`src/rtl/dma_channel.sv`:
```
module dma_channel #(
  parameter int ADDR_W = 32,
  parameter int DATA_W = 32,
  parameter int CNT_W  = 16,
  parameter int MID_W  = 6,
  localparam int NMOD  = 1 << MID_W,
  localparam int SEL_W = MID_W + 2
) (
  input  logic              clk,
  input  logic              rst_n,
  input  logic              cfg_load,
  input  logic [ADDR_W-1:0] cfg_src,
  input  logic [ADDR_W-1:0] cfg_dst,
  input  logic [CNT_W-1:0]  cfg_count,
  input  logic              ch_en,
  input  logic              master_en,
  input  logic              te_clr,
  input  logic              addr_err,
  input  logic              nmi_flag,
  input  logic [1:0]        req_mode,
  input  logic              burst_mode,
  input  logic [1:0]        unit_size,
  input  logic              src_inc,
  input  logic              dst_inc,
  input  logic              irq_en,
  input  logic [SEL_W-1:0]  periph_sel,
  input  logic              ext_req_n,
  input  logic [NMOD-1:0]   periph_tx_req,
  input  logic [NMOD-1:0]   periph_rx_req,
  output logic              rd_valid,
  input  logic              rd_ready,
  output logic [ADDR_W-1:0] rd_addr,
  output logic [1:0]        rd_size,
  input  logic [DATA_W-1:0] rd_data,
  output logic              wr_valid,
  input  logic              wr_ready,
  output logic [ADDR_W-1:0] wr_addr,
  output logic [1:0]        wr_size,
  output logic [DATA_W-1:0] wr_data,
  output logic              bus_own,
  output logic              te,
  output logic              end_irq,
  output logic [ADDR_W-1:0] cur_src,
  output logic [ADDR_W-1:0] cur_dst,
  output logic [CNT_W-1:0]  cur_count
);

  localparam logic [1:0] MODE_AUTO = 2'b00;
  localparam logic [1:0] MODE_EXT  = 2'b01;
  localparam logic [1:0] MODE_PER  = 2'b10;

  typedef enum logic [1:0] {S_IDLE, S_RD, S_WR} st_t;

  st_t               state;
  logic              pend;
  logic [DATA_W-1:0] hold_data;
  logic [MID_W-1:0]  sel_mid;
  logic [1:0]        sel_kind;
  logic              periph_hit, req_line, go_ok, want;
  logic              rd_fire, wr_fire, last_unit;
  logic [ADDR_W-1:0] step;
  logic [CNT_W-1:0]  cnt_dec;

  assign sel_mid    = periph_sel[SEL_W-1:2];
  assign sel_kind   = periph_sel[1:0];
  assign periph_hit = (sel_kind == 2'b01 && periph_tx_req[sel_mid]) ||
                      (sel_kind == 2'b10 && periph_rx_req[sel_mid]);
  assign req_line   = (req_mode == MODE_EXT && !ext_req_n) ||
                      (req_mode == MODE_PER && periph_hit);
  assign go_ok      = ch_en && master_en && !te && !addr_err && !nmi_flag;
  assign want       = (req_mode == MODE_AUTO) || pend || req_line;

  always_comb begin
    case (unit_size)
      2'b00:   step = ADDR_W'(1);
      2'b01:   step = ADDR_W'(2);
      default: step = ADDR_W'(4);
    endcase
  end

  assign rd_fire   = rd_valid && rd_ready;
  assign wr_fire   = wr_valid && wr_ready;
  assign cnt_dec   = cur_count - CNT_W'(1);
  assign last_unit = (cnt_dec == '0);

  always_ff @(posedge clk or negedge rst_n) begin
    if (!rst_n) begin
      state     <= S_IDLE;
      pend      <= 1'b0;
      hold_data <= '0;
      te        <= 1'b0;
      cur_src   <= '0;
      cur_dst   <= '0;
      cur_count <= '0;
    end else begin
      if (te_clr) te <= 1'b0;
      case (state)
        S_IDLE: begin
          if (cfg_load) begin
            cur_src   <= cfg_src;
            cur_dst   <= cfg_dst;
            cur_count <= cfg_count;
          end else if (go_ok && cur_count != '0 && want) begin
            state <= S_RD;
            pend  <= 1'b0;
          end
        end
        S_RD: begin
          pend <= pend | req_line;
          if (rd_fire) begin
            hold_data <= rd_data;
            state     <= S_WR;
          end
        end
        S_WR: begin
          pend <= pend | req_line;
          if (wr_fire) begin
            cur_count <= cnt_dec;
            if (src_inc) cur_src <= cur_src + step;
            if (dst_inc) cur_dst <= cur_dst + step;
            if (last_unit) begin
              te    <= 1'b1;
              pend  <= 1'b0;
              state <= S_IDLE;
            end else if (burst_mode && go_ok) begin
              state <= S_RD;
            end else begin
              state <= S_IDLE;
            end
          end
        end
        default: state <= S_IDLE;
      endcase
    end
  end

  assign rd_valid = (state == S_RD);
  assign wr_valid = (state == S_WR);
  assign bus_own  = (state != S_IDLE);
  assign rd_addr  = cur_src;
  assign wr_addr  = cur_dst;
  assign rd_size  = unit_size;
  assign wr_size  = unit_size;
  assign wr_data  = hold_data;
  assign end_irq  = te && irq_en;

endmodule

```
`config.mk`:
```
export PLATFORM = sky130hd
export DESIGN_NAME = dma_channel
export DESIGN_NICKNAME = d
export VERILOG_FILES = /design/src/rtl/dma_channel.sv
export SDC_FILE = /design/constraint.sdc
export NUM_CORES = 1
export LEC_CHECK = 0
export ABC_AREA = 1
export ABC_CLOCK_PERIOD_IN_PS = 2900
export BUFFER_PORTS_ARGS = -buffer_cell sky130_fd_sc_hd__buf_4
export CORE_MARGIN = 1.5
export CORE_UTILIZATION = 25
export CTS_CLUSTER_DIAMETER = 120
export DETAILED_ROUTE_END_ITERATION = 8
export PLACE_DENSITY = 0.53
export SETUP_SLACK_MARGIN = 0.05
export SLEW_MARGIN = 20
export SYNTH_ARGS = -nofsm -noshare
export SYNTH_HDL_FRONTEND = slang
export SYNTH_SLANG_ARGS = --single-unit
```
`constraint.sdc`:
```
create_clock -name clk -period 2.9 [get_ports clk]
set_clock_uncertainty 0.05 [all_clocks]
set_input_delay 0.29 -clock clk [delete_from_list [all_inputs] [get_ports clk]]
set_output_delay 0.29 -clock clk [all_outputs]
set_load 0.005 [all_outputs]
```
Word-level counts from Yosys, hierarchy flattened
Cells that the tools add are included.
{"block": "totals", "ff_bits": 116, "latch_bits": 0, "ram_bits": 0, "romBits": 0, "memories": 0}
{"block": "op_classes", "add_sub_neg": 3, "mul": 0, "div": 0, "magnitude_cmp": 1, "eq_ne": 14, "shift": 0, "muxes": 32, "n_bitwise": 1, "n_reduce_logical": 36}
{"cell": "2-to-1 mux 32 bit", "n": 6}
{"cell": "case mux 32 bit (2 select lines)", "n": 2}
{"cell": "adder 32 bit", "n": 2}
{"cell": "2-to-1 mux 16 bit", "n": 2}
{"cell": "case mux 16 bit (2 select lines)", "n": 1}
{"cell": "logical NOT 16 bit", "n": 1}
{"cell": "nonzero test 16 bit", "n": 1}
{"cell": "subtractor 16 x 1 -> 16 bit (second input constant)", "n": 1}
{"cell": "logical AND 1 bit", "n": 14}
{"cell": "binary-select mux 1 bit (select 6 bit)", "n": 2}
{"cell": "2-to-1 mux 1 bit", "n": 12}
{"cell": "AND reduction 4 bit", "n": 3}
{"cell": "inequality test 2 bit (second input constant)", "n": 5}
{"cell": "== test 2 x 1 -> 1 bit (second input constant)", "n": 4}
{"cell": "2-to-1 mux 2 bit", "n": 4}
{"cell": "< comparator 6 x 7 -> 1 bit (second input constant)", "n": 1}
{"cell": "== test 2 bit (second input constant)", "n": 3}
{"cell": "logical NOT 2 bit", "n": 3}
{"cell": "case mux 2 bit (3 select lines)", "n": 1}
{"cell": "case mux 3 bit (2 select lines)", "n": 1}
{"cell": "AND reduction 3 bit", "n": 2}
{"cell": "logical NOT 1 bit", "n": 4}
{"cell": "logical OR 1 bit", "n": 4}
{"cell": "inequality test 2 x 1 -> 1 bit (second input constant)", "n": 2}
{"cell": "5 further kinds", "n": 6}

Longest topological paths before layout
Gate-level depths: netlist of run 1.
{"block": "depth", "depth_word": 11, "mapped_depth": 17}

Least setup slack after synthesis of run 1
No wires, ideal clock.
{"block": "synth_timing", "path_type": "input-to-reg", "startpoint": "input unit_size[0]", "endpoint": "register cur_src[28]", "setup_ns": 0.127, "t_arrival_ns": 2.178, "t_required_ns": 2.723, "path_slack_ns": 0.546, "path_stages": 16, "cell_sequence": "nor2_1 -> ha_1 -> inv_1 -> fa_1 -> inv_1 -> a21oi_1 -> nor2_2 -> nand2_1 -> nor2_4 -> nand3_2 -> nor2_4 -> nand4_2 -> nor3_1 -> o21ai_1 -> o211ai_1 -> o21ai_1"}
{"block": "synth_between", "elab_chain_cells": 6, "word_cells_on_any_way": 7, "classes_between": "add/sub (1); eq/ne (1); mux (4); reduce/logical (1)"}
{"item": "start: declaration", "line_no": "22", "text": "input logic [1:0] unit_size,"}
{"item": "== test 2 x 1 -> 1 bit / logical NOT 2 bit (equally long branches)", "line_no": "74", "text": "case (unit_size)"}
{"item": "case mux 3 bit (2 select lines) *", "line_no": "74"}
{"item": "adder 32 bit *", "line_no": "119", "text": "if (src_inc) cur_src <= cur_src + step;"}
{"item": "2-to-1 mux 32 bit *", "line_no": "119"}
{"item": "2-to-1 mux 32 bit *", "line_no": "117", "text": "if (wr_fire) begin"}
{"item": "case mux 32 bit (2 select lines) *", "line_no": "97", "text": "case (state)"}
{"item": "end signal: assignment", "line_no": "100", "text": "cur_src <= cfg_src;"}
{"item": "end signal: assignment", "line_no": "119"}
{"item": "end: declaration", "line_no": "43", "text": "output logic [ADDR_W-1:0] cur_src,"}
Mark *: on every way between the ends. The rest lies on a longest branch, timed or not. The select of a mux whose other input is x is not followed.
A chain may end at the register's enable or synchronous reset.

Final worst setup path of run 1
{"block": "layout_timing", "startpoint": "register cur_src[0]", "endpoint": "register cur_src[28]"}
{"block": "layout_between", "elab_chain_cells": 4}
{"item": "adder 32 bit", "line_no": "119"}
{"item": "2-to-1 mux 32 bit", "line_no": "119"}
{"item": "2-to-1 mux 32 bit", "line_no": "117"}
{"item": "case mux 32 bit (2 select lines)", "line_no": "97"}
No other way between the ends. The select of a mux whose other input is x is not followed.

==> results of run 1 <==
[synth_stat cells, types with 2 or more instances]
cell type | instances | share of area, %
mux2_2 | 32 | 3.9
ha_1 | 12 | 1.6
buf_6 | 7 | 0.86
nand2_2 | 8 | 0.54
nor3_1 | 24 | 1.3
nor3_2 | 7 | 0.76
a211oi_1 | 2 | 0.16
clkbuf_1 | 18 | 0.74
nand3_2 | 6 | 0.65
nand4_1 | 16 | 1.1
xor2_1 | 32 | 3.0
o211ai_1 | 21 | 1.7
o22ai_1 | 28 | 1.9
buf_4 | 72 | 5.9
o21ai_2 | 2 | 0.19
a21oi_1 | 26 | 1.4
nor2_2 | 8 | 0.54
nand3b_1 | 2 | 0.16
a31oi_1 | 5 | 0.34
nand3_1 | 152 | 8.3
o21ai_1 | 16 | 0.87
nor2_4 | 8 | 0.98
nand2_1 | 326 | 13
or2_2 | 9 | 0.61
o21ai_0 | 84 | 4.6
a22oi_1 | 2 | 0.16
buf_1 | 6 | 0.25
nor2_1 | 100 | 4.1
nor4_1 | 3 | 0.20
xnor2_1 | 4 | 0.38
dfrtp_1 | 116 | 32
inv_1 | 111 | 4.5
inv_2 | 6 | 0.25
nor3b_1 | 2 | 0.16
buf_2 | 25 | 1.4
fa_1 | 2 | 0.44
[worst max path at each step]
| stage | from | endpoint | slack, ns | depth (start not counted) |
|---|---|---|---|---|
| floorplan | unit_size[0] | cur_src[28] | 0.55 | 16 |
| global placement | unit_size[0] | cur_src[28] | 0.15 | 17 |
| detailed placement | unit_size[0] | cur_dst[30] | 0.07 | 17 |
| CTS | cur_src[0] | cur_src[28] | 0.27 | 15 |
| global route | cur_src[0] | cur_src[28] | 0.06 | 16 |
| finish | cur_src[0] | cur_src[28] | 0.28 | 16 |
[kinds of logic after synthesis]
group                    Yosys count
AO/OA/AOI/OAI                    192
adder cells (fa/ha/maj)           14
multiplexers                      32
AND/OR/NAND/NOR                  675
buffers and inverters            246
XOR/XNOR                          36
flip-flops                       116
[stage by stage]
step / util [%] / hold WS, ns / std cells
final: 36.4 / 0.0289 / 2168
after global placement: 34.4 / 0.400 / 2119
after detailed placement: 34.4 / 0.403 / 2119
after CTS: 36.4 / 0.00190 / 2164
after floorplan: - / -0.0556 / 1311
after global routing: 36.4 / 0.0109 / 2167
[sequential cells by signal (all words and copies together), names as in the netlist]
signal     cells
te             1
pend           1
cur_src       32
cur_count     16
state          2
wr_data       32
cur_dst       32
[critical path, stage by stage, from the launching register on]
cell,delay (ns)
dfrtp_1,0.38
ha_1,0.18
inv_1,0.05
fa_1,0.39
inv_1,0.07
a21oi_1,0.11
nor2_2,0.12
nand2_1,0.11
nor2_4,0.13
nand3_2,0.12
nor2_4,0.17
nand4_2,0.15
nor2_1,0.13
nor2_1,0.05
o21ai_1,0.14
o211ai_1,0.10
o21ai_1,0.09
[layer usage]
metal | track usage, % | vias up
li1 | - | 5022
met2 | 31.1 | 331
met3 | 4.82 | 31
met5 | 0 | -
met1 | 23.7 | 4644
met4 | 5.17 | 2
[final cells by class]
cell class	instances	share of cell area [%]
clock buffer	22	3.65
clock inverter	9	0.773
timing repair buffer	485	28.1
antenna	1	0.0189
sequential	116	21.9
inverter	118	3.34
tap	468	4.41
multi-input combinational	949	37.9
[power breakdown]
part / switching [mW] / leakage [nW] / internal [mW]
Sequential: 1.11 / 1.40 / 2.44
Clock: 0.821 / 0.284 / 1.34
Combinational: 3.18 / 4.76 / 3.15
[repair_timing]
item,CTS,global route
resized for setup,0,1
hold endpoints to repair,129,0
buffers inserted,0,3
setup endpoints to repair,0,1
hold buffers,14,0
==> impl_metrics.ini, run 1 <==
[routing]
wirelength_mm = 35.5
met1_length_mm = 15.6
firstDrtPassIters = 5
wl_met3_mm = 2.32
antenna_left = 0
dr.first_iter.drc_count = 452
wl_met2_mm = 17.1
wl_per_cell_um = 16.4
num_vias = 10000
post_drt_via_cell_ratio = 4.63
drc = 0
top_layer_used = met5

[logic_synthesis]
synth_top_family_by_area = simple AND/OR/NAND/NOR gates
yosys.area_share.adder_pct = 2.07
async_reset_ff_share_pct = 100
syn-num-nets = 1592
synth_area_sq_um = 9190
synth-edff-count = 0
avgSynthCellArea_sq_um = 7.01
synthSimpleGateAreaFrac_pct = 33.2
ys.flop_type = dfrtp_1
synth_warnings = 0
synth_compound_area_share_pct = 11.9
synth_xor_area_share_pct = 3.43
synth_seq_cells = 116
synth.area.mux_share_pct = 3.92
postSynthCellCount = 1311
ys_seq_area_share_pct = 31.6
synth_cell_types = 47

[power]
ir_drop_mv = 0.489
p_total_mw = 12.0
power.leakage_nw = 6.45
power_density_nw_per_um2 = 907

[layout]
area_growth_pct = 44.4
layout_commonest_cell = buf_4
drive_above_1_share_pct = 34.9
fillCellCount = 3893
multi_input_area_sq_um = 5030
final_cell_mix = 467 x buf_4, 326 x nand2_1, 152 x nand3_1, 116 x dfrtp_1, 111 x inv_1
ff_latch_area_sq_um = 2900
fin_area_sq_um = 13300
final_nets = 1968

[timing]
fin_crit_sh_pct = 90.4
slew_violations = 0
worst_pin_slew_ns = 0.691
setup_viol = 0
slew_headroom_pct = 53.9
grt_setup_unrepaired = no
timing.final.hold_violations = 0
setup_ws_ns = 0.278
fin_crit_ns = 2.62
finalSetupTns_ns = 0
fmax_mhz = 381

[floorplanning]
die-width_um = 195
rows = 70
die_h_um = 195
ioPinCount = 452
coreArea_sq_um = 36400
start_util_pct = 25.2
die-area_sq_um = 37900

[grt]
overflow = 0
grt_pass1_vias = 10100
grt_pass1_wl_mm = 55.6
grt.total_usage_pct = 18.6
grt_max_degree = 117
grt_antenna_before_repair = 2

[hold_path]
min_from = rd_data[28]
hold_depth = 2
min_to = wr_data[28]
hp-class = input pin to register

[critical_path]
arrival_ns = 2.94
reg2regPathDepth = 16
critPathKind = register to register
regToRegStartpoint = cur_src[0]
worstReg2RegEnd = cur_src[28]
end_kind = register
ff2ff_setup_slack_ns = 0.28
cp_max_fo = 4
start_kind = register
worstPathRequired_ns = 3.22

[run]
cap_violations = 0

[clock_tree]
cts_tree = built
htree_levels = 4
clock_latency_ns = 0.45
cts.sinks = 116
cts_root_buf = clkbuf_16
cts_buffers = 17
clk_path_buf_depth = 2
clk_pin_slew_ns = 0.06

[placed_design]
dp_worst_setup_slack_ns = 0.0726
placement.io_buffers = 451
gp_congestion = 0.857
placed_cell_area_sq_um = 12500
dpl.hpwl_mm = 27.1

[status]
outcome = completed
(Power assumes the default switching activity.)
==> run 2: changes to the inputs <==
- ABC_AREA: 1 -> default
- ABC_CLOCK_PERIOD_IN_PS: 2900 -> 3400
- GPL_TIMING_DRIVEN: default -> 1
- PLACE_DENSITY: 0.53 -> 0.54
- clock period: 2.9 -> 3.4 ns (I/O delays scaled with it)
==> run 2 against run 1 <==
  * Critical endpoint is now pend
  * Flip-flop and latch count stayed put
  * Power is 12% lower
  * Global-route usage is 0.39 points lower
  * Critical path depth is 6 lower
  * Sequential power is 10% lower
  * Synthesized area is 10% lower
  * Fmax is 8.4% lower
  * Largest power group unchanged
==> impl_metrics.ini, run 2 <==
[logic_synthesis]
synth_warnings = 0
synth_area_sq_um = 8270
syn-num-nets = 1183
avgSynthCellArea_sq_um = 9.17
synth.top_cell.area_share_pct = 35.1
yosys-top-cells-area = dfrtp_1 35%, mux4_2 8.4%, a21oi_1 6.4%
synth_common_cells = 116 x dfrtp_1, 106 x a21oi_1, 71 x nand2_1
synth_seq_cells = 116
synth-edff-count = 0
synth_cell_types = 60
ys_seq_area_share_pct = 35.1
postSynthCellCount = 902
post-synth-top-area-cell = dfrtp_1
ys.flop_type = dfrtp_1
synth.most_common_cell = dfrtp_1
async_reset_ff_share_pct = 100

[clock_tree]
cts_tree = built
clk_path_buf_depth = 2
clock_latency_ns = 0.42
cts.sinks = 116
post_cts_buffers = 0
clk_pin_slew_ns = 0.07
ctsResizeCount = 0
cts_root_buf = clkbuf_16
cts_buffers = 17
htree_levels = 4

[grt]
grt_pass1_vias = 8325
grt_max_degree = 102
overflow = 0
grt_antenna_before_repair = 4
grt.total_usage_pct = 18.2
grt_pass1_wl_mm = 47.5

[timing]
setup_viol = 0
fin_crit_ns = 2.86
timing.final.hold_violations = 0
slew_headroom_pct = 51.9
worst_pin_slew_ns = 0.715
finalSetupTns_ns = 0
slew_violations = 0
fin_crit_sh_pct = 84.2
grt_setup_unrepaired = no
fmax_mhz = 349
setup_ws_ns = 0.538

[layout]
area_growth_pct = 48.5
layout_commonest_cell = buf_4
final_cell_mix = 468 x buf_4, 116 x dfrtp_1, 106 x a21oi_1, 70 x nand2_1, 60 x o22ai_1
fin_util_pct = 37.7
drive_above_1_share_pct = 45.5
fillCellCount = 3400
final_nets = 1552

[critical_path]
critPathKind = register to register
end_kind = register
arrival_ns = 3.13
worstReg2RegEnd = pend
reg2regPathDepth = 10
ff2ff_setup_slack_ns = 0.54
worstPathRequired_ns = 3.67
cp_max_fo = 7
regToRegStartpoint = cur_count[0]
start_kind = register

[power]
switching_share_pct = 43.3
power_switching_mw = 4.58
comb_power_share_pct = 52.5
p_clk_share_pct = 17.4
p_seq_share_pct = 30.1
ir_drop_mv = 0.366
power_density_nw_per_um2 = 862
power.leakage_nw = 5.65
power.internal_mw = 6.01

[routing]
firstDrtPassIters = 5
wirelength_mm = 32.8
top_layer_used = met5
wl_met3_mm = 2.32
dr.first_iter.drc_count = 397
drc = 0
met1_length_mm = 12.4
post_drt_via_cell_ratio = 4.94
wl_met2_mm = 17.4
antenna_left = 0
wl_per_cell_um = 19.0
num_vias = 8529

[floorplanning]
coreArea_sq_um = 32500
die_h_um = 185
ioPinCount = 452
start_util_pct = 25.4
rows = 66
die-area_sq_um = 34200
die-width_um = 185

[placed_design]
gp_congestion = 0.805
placement.io_buffers = 451
dpl.hpwl_mm = 25.2
dp_worst_setup_slack_ns = 0.225

[hold_path]
min_to = te
hp-class = input pin to register
min_from = te_clr
hold_depth = 2

[run]
cap_violations = 0

[status]
outcome = completed
==> run 2: metal layers <==
layer | track usage, % | up-vias
met3 | 4.48 | 33
li1 | - | 4058
met5 | 0 | -
met2 | 34.4 | 336
met4 | 5.37 | 4
met1 | 20.0 | 4098
==> run 2: worst max-delay path by stage <==
stage                            start     endpoint  slack [ns]  cells past startpoint
final                     cur_count[0]         pend        0.54                     10
after detailed placement  unit_size[0]  cur_src[30]        0.22                     14
after CTS                 cur_count[0]         pend        0.51                     10
after global routing        cur_src[0]  cur_src[30]        0.35                     12
after global placement    unit_size[0]  cur_src[28]        0.25                     14
after floorplan           unit_size[0]  cur_src[28]        0.58                     12
==> run 2: area by class of cell <==
| type | instances | area (sq um) | area share [%] |
|---|---|---|---|
| Multi-Input combinational cell | 638 | 4530 | 36.9 |
| Sequential cell | 116 | 2900 | 23.6 |
| Tap cell | 442 | 553 | 4.50 |
| Inverter | 26 | 97.6 | 0.795 |
| Clock inverter | 15 | 176 | 1.44 |
| Antenna cell | 2 | 5.00 | 0.0408 |
| Timing Repair Buffer | 472 | 3590 | 29.2 |
| Clock buffer | 17 | 425 | 3.46 |
==> run 2: worst max-delay path, cell delays in order (launching register included) <==
cell and delay (ns):
dfrtp_1 0.44, inv_1 0.12, ha_1 0.25, or3b_1 0.49, or4_4 0.57, a21oi_2 0.14
nor3_1 0.08, o21ai_1 0.15, o221ai_1 0.11, a221o_1 0.28, o311ai_1 0.07
==> run 2: repair_timing <==
item                       in CTS  in global routing
setup endpoints to repair       0                  0
hold endpoints to repair       39                  0
hold buffers                    1                  0
==> run 2: kinds of logic after synthesis <==
family,count (synthesis),share of synthesized area (%)
buf+inv,148,10.3
mux,100,17.3
compound gates,277,19.7
simple gates,247,15.2
flops,116,35.1
fa+ha+maj,14,2.30
==> run 2: power groups by stage <==
stage	clock, mW	sequential (mW)	combinational [mW]
2_1_floorplan	0	2.93	3.34
6_report	1.84	3.19	5.56
5_1_grt	1.96	3.35	6.15
3_5_place_dp	0	3.22	5.59
4_1_cts	1.89	3.20	5.60
3_3_place_gp	0	3.19	5.55
==> run 2: stage by stage <==
stage	hold slack [ns]	instance area [sq um]	total power [mW]	instances
global placement	0.342	11600	8.74	1692
CTS	0.0306	12200	10.7	1725
global route	0.0355	12300	11.5	1727
detailed placement	0.335	11600	8.80	1692
finish	0.0514	12300	10.6	1728
floorplan	-0.00559	8270	6.27	902
==> run 3: changes to the inputs <==
- ABC_CLOCK_PERIOD_IN_PS: 3400 -> 2900
- clock period: 3.4 -> 2.9 ns (I/O delays scaled with it)
==> run 3 against run 2 <==
  * Combinational power grew 25%
  * Via count up 1.7%
  * Register-to-register slack lost 0.32 ns
  * Flip-flop and latch count did not move
  * Critical path type unchanged
  * Critical endpoint unchanged
  * Largest cell class unchanged
==> impl_metrics.ini, run 3 (synthesized netlist as in run 2, its figures left out) <==
[status]
outcome = completed

[grt]
overflow = 0
grt_pass1_vias = 8486
grt_antenna_before_repair = 3
grt_max_degree = 102
grt.total_usage_pct = 18.9
grt_pass1_wl_mm = 49.0

[power]
power.internal_mw = 7.35
power_density_nw_per_um2 = 1010
switching_share_pct = 42.2
p_seq_share_pct = 28.8
p_clk_share_pct = 16.5
ir_drop_mv = 0.449
power_switching_mw = 5.37
comb_power_share_pct = 54.7
power.leakage_nw = 5.82

[floorplanning]
die_h_um = 185
rows = 66
die-area_sq_um = 34200
coreArea_sq_um = 32500
ioPinCount = 452
die-width_um = 185
start_util_pct = 25.4

[hold_path]
hp-class = input pin to register

[timing]
slew_headroom_pct = 36.4
fin_crit_ns = 2.69
fmax_mhz = 372
worst_pin_slew_ns = 0.948
slew_violations = 0
setup_viol = 0
timing.final.hold_violations = 0
hold_ws_ns = 0.0333
fin_crit_sh_pct = 92.6
grt_setup_unrepaired = yes
setup_ws_ns = 0.214

[critical_path]
worstPathRequired_ns = 3.15
critPathKind = register to register
start_kind = register
end_kind = register
arrival_ns = 2.94
cp_max_fo = 7

[routing]
wl_per_cell_um = 19.0
drc = 0
post_drt_via_cell_ratio = 4.91
wirelength_mm = 33.4
num_vias = 8670
antenna_left = 0
firstDrtPassIters = 5
dr.first_iter.drc_count = 373

[clock_tree]
htree_levels = 4
cts_buffers = 17
clk_pin_slew_ns = 0.07
cts_root_buf = clkbuf_16
cts_tree = built
clock_latency_ns = 0.43
cts.sinks = 116
clk_path_buf_depth = 2

[placed_design]
placement.io_buffers = 451
gp_congestion = 0.865
dp_worst_setup_slack_ns = -0.255
dpl.hpwl_mm = 25.6

[layout]
ff_latch_area_sq_um = 2900
drive_above_1_share_pct = 47.4
fillCellCount = 3351
final_nets = 1589
area_growth_pct = 52.5
final_cell_mix = 499 x buf_4, 115 x dfrtp_1, 106 x a21oi_1, 70 x nand2_1, 60 x o22ai_1
layout_commonest_cell = buf_4
multi_input_area_sq_um = 4560

[run]
cap_violations = 0
run 3: metal layers:
layer	wire, um	up-vias	track usage [%]
met4	931	4	7.22
met5	32	-	0
met1	12700	4124	20.9
li1	-	4145	-
met3	2570	48	5.43
met2	17200	349	34.0
run 3: cell type report:
| type | count | share of cell area, % |
|---|---|---|
| timing repair buffer | 509 | 31.1 |
| clock buffer | 17 | 3.37 |
| clock inverter | 15 | 1.16 |
| multi-input combinational | 638 | 36.2 |
| inverter | 26 | 0.774 |
| tap | 442 | 4.39 |
| sequential | 116 | 23.0 |
| antenna | 1 | 0.0198 |
run 3: power groups by stage:
stage | clock network [mW] | logic [mW] | registers (mW)
floorplan | 0 | 3.91 | 3.44
global placement | 0 | 6.95 | 3.67
detailed placement | 0 | 6.99 | 3.69
CTS | 2.13 | 7.02 | 3.67
global route | 2.21 | 7.70 | 3.84
finish | 2.09 | 6.96 | 3.67
run 3: per-stage QoR:
step | utilization (%) | TNS, ns | total power [mW] | instances | area [sq um]
floorplan | - | 0 | 7.35 | 902 | 8270
global placement | 36.8 | -0.757 | 10.6 | 1727 | 12000
global route | 38.7 | 0 | 13.7 | 1763 | 12600
detailed placement | 36.8 | -1.16 | 10.7 | 1727 | 12000
CTS | 38.6 | 0 | 12.8 | 1761 | 12600
finish | 38.8 | 0 | 12.7 | 1764 | 12600
run 3: worst paths after layout:
path,from,to,slack (ns),cells past startpoint
min in group asynchronous,rst_n,cur_dst[14],0.33,2
worst min-delay path,rd_data[14],wr_data[14],0.03,2
worst max-delay path,cur_count[0],pend,0.21,11
worst min register to register,wr_data[30],wr_data[30],0.45,1
worst max register to register,cur_count[0],pend,0.21,11
max in group asynchronous,rst_n,cur_dst[28],1.71,3
run 3: worst max-delay path: stages (launching register included):
cell and delay [ns]:
dfrtp_2 0.45, inv_1 0.11, ha_1 0.16, or3b_1 0.41
buf_4 0.17, a211oi_1 0.26, a21oi_1 0.08, a21oi_1 0.20
o2111ai_2 0.21, o221ai_1 0.23, a221o_1 0.14, o311ai_1 0.08
run 3: timing repair:
item,4_1_cts,5_1_grt
hold buffers,2,0
pin swaps,0,1
hold endpoints to repair,34,0
buffers inserted,0,2
resized for setup,1,8
setup endpoints to repair,2,18
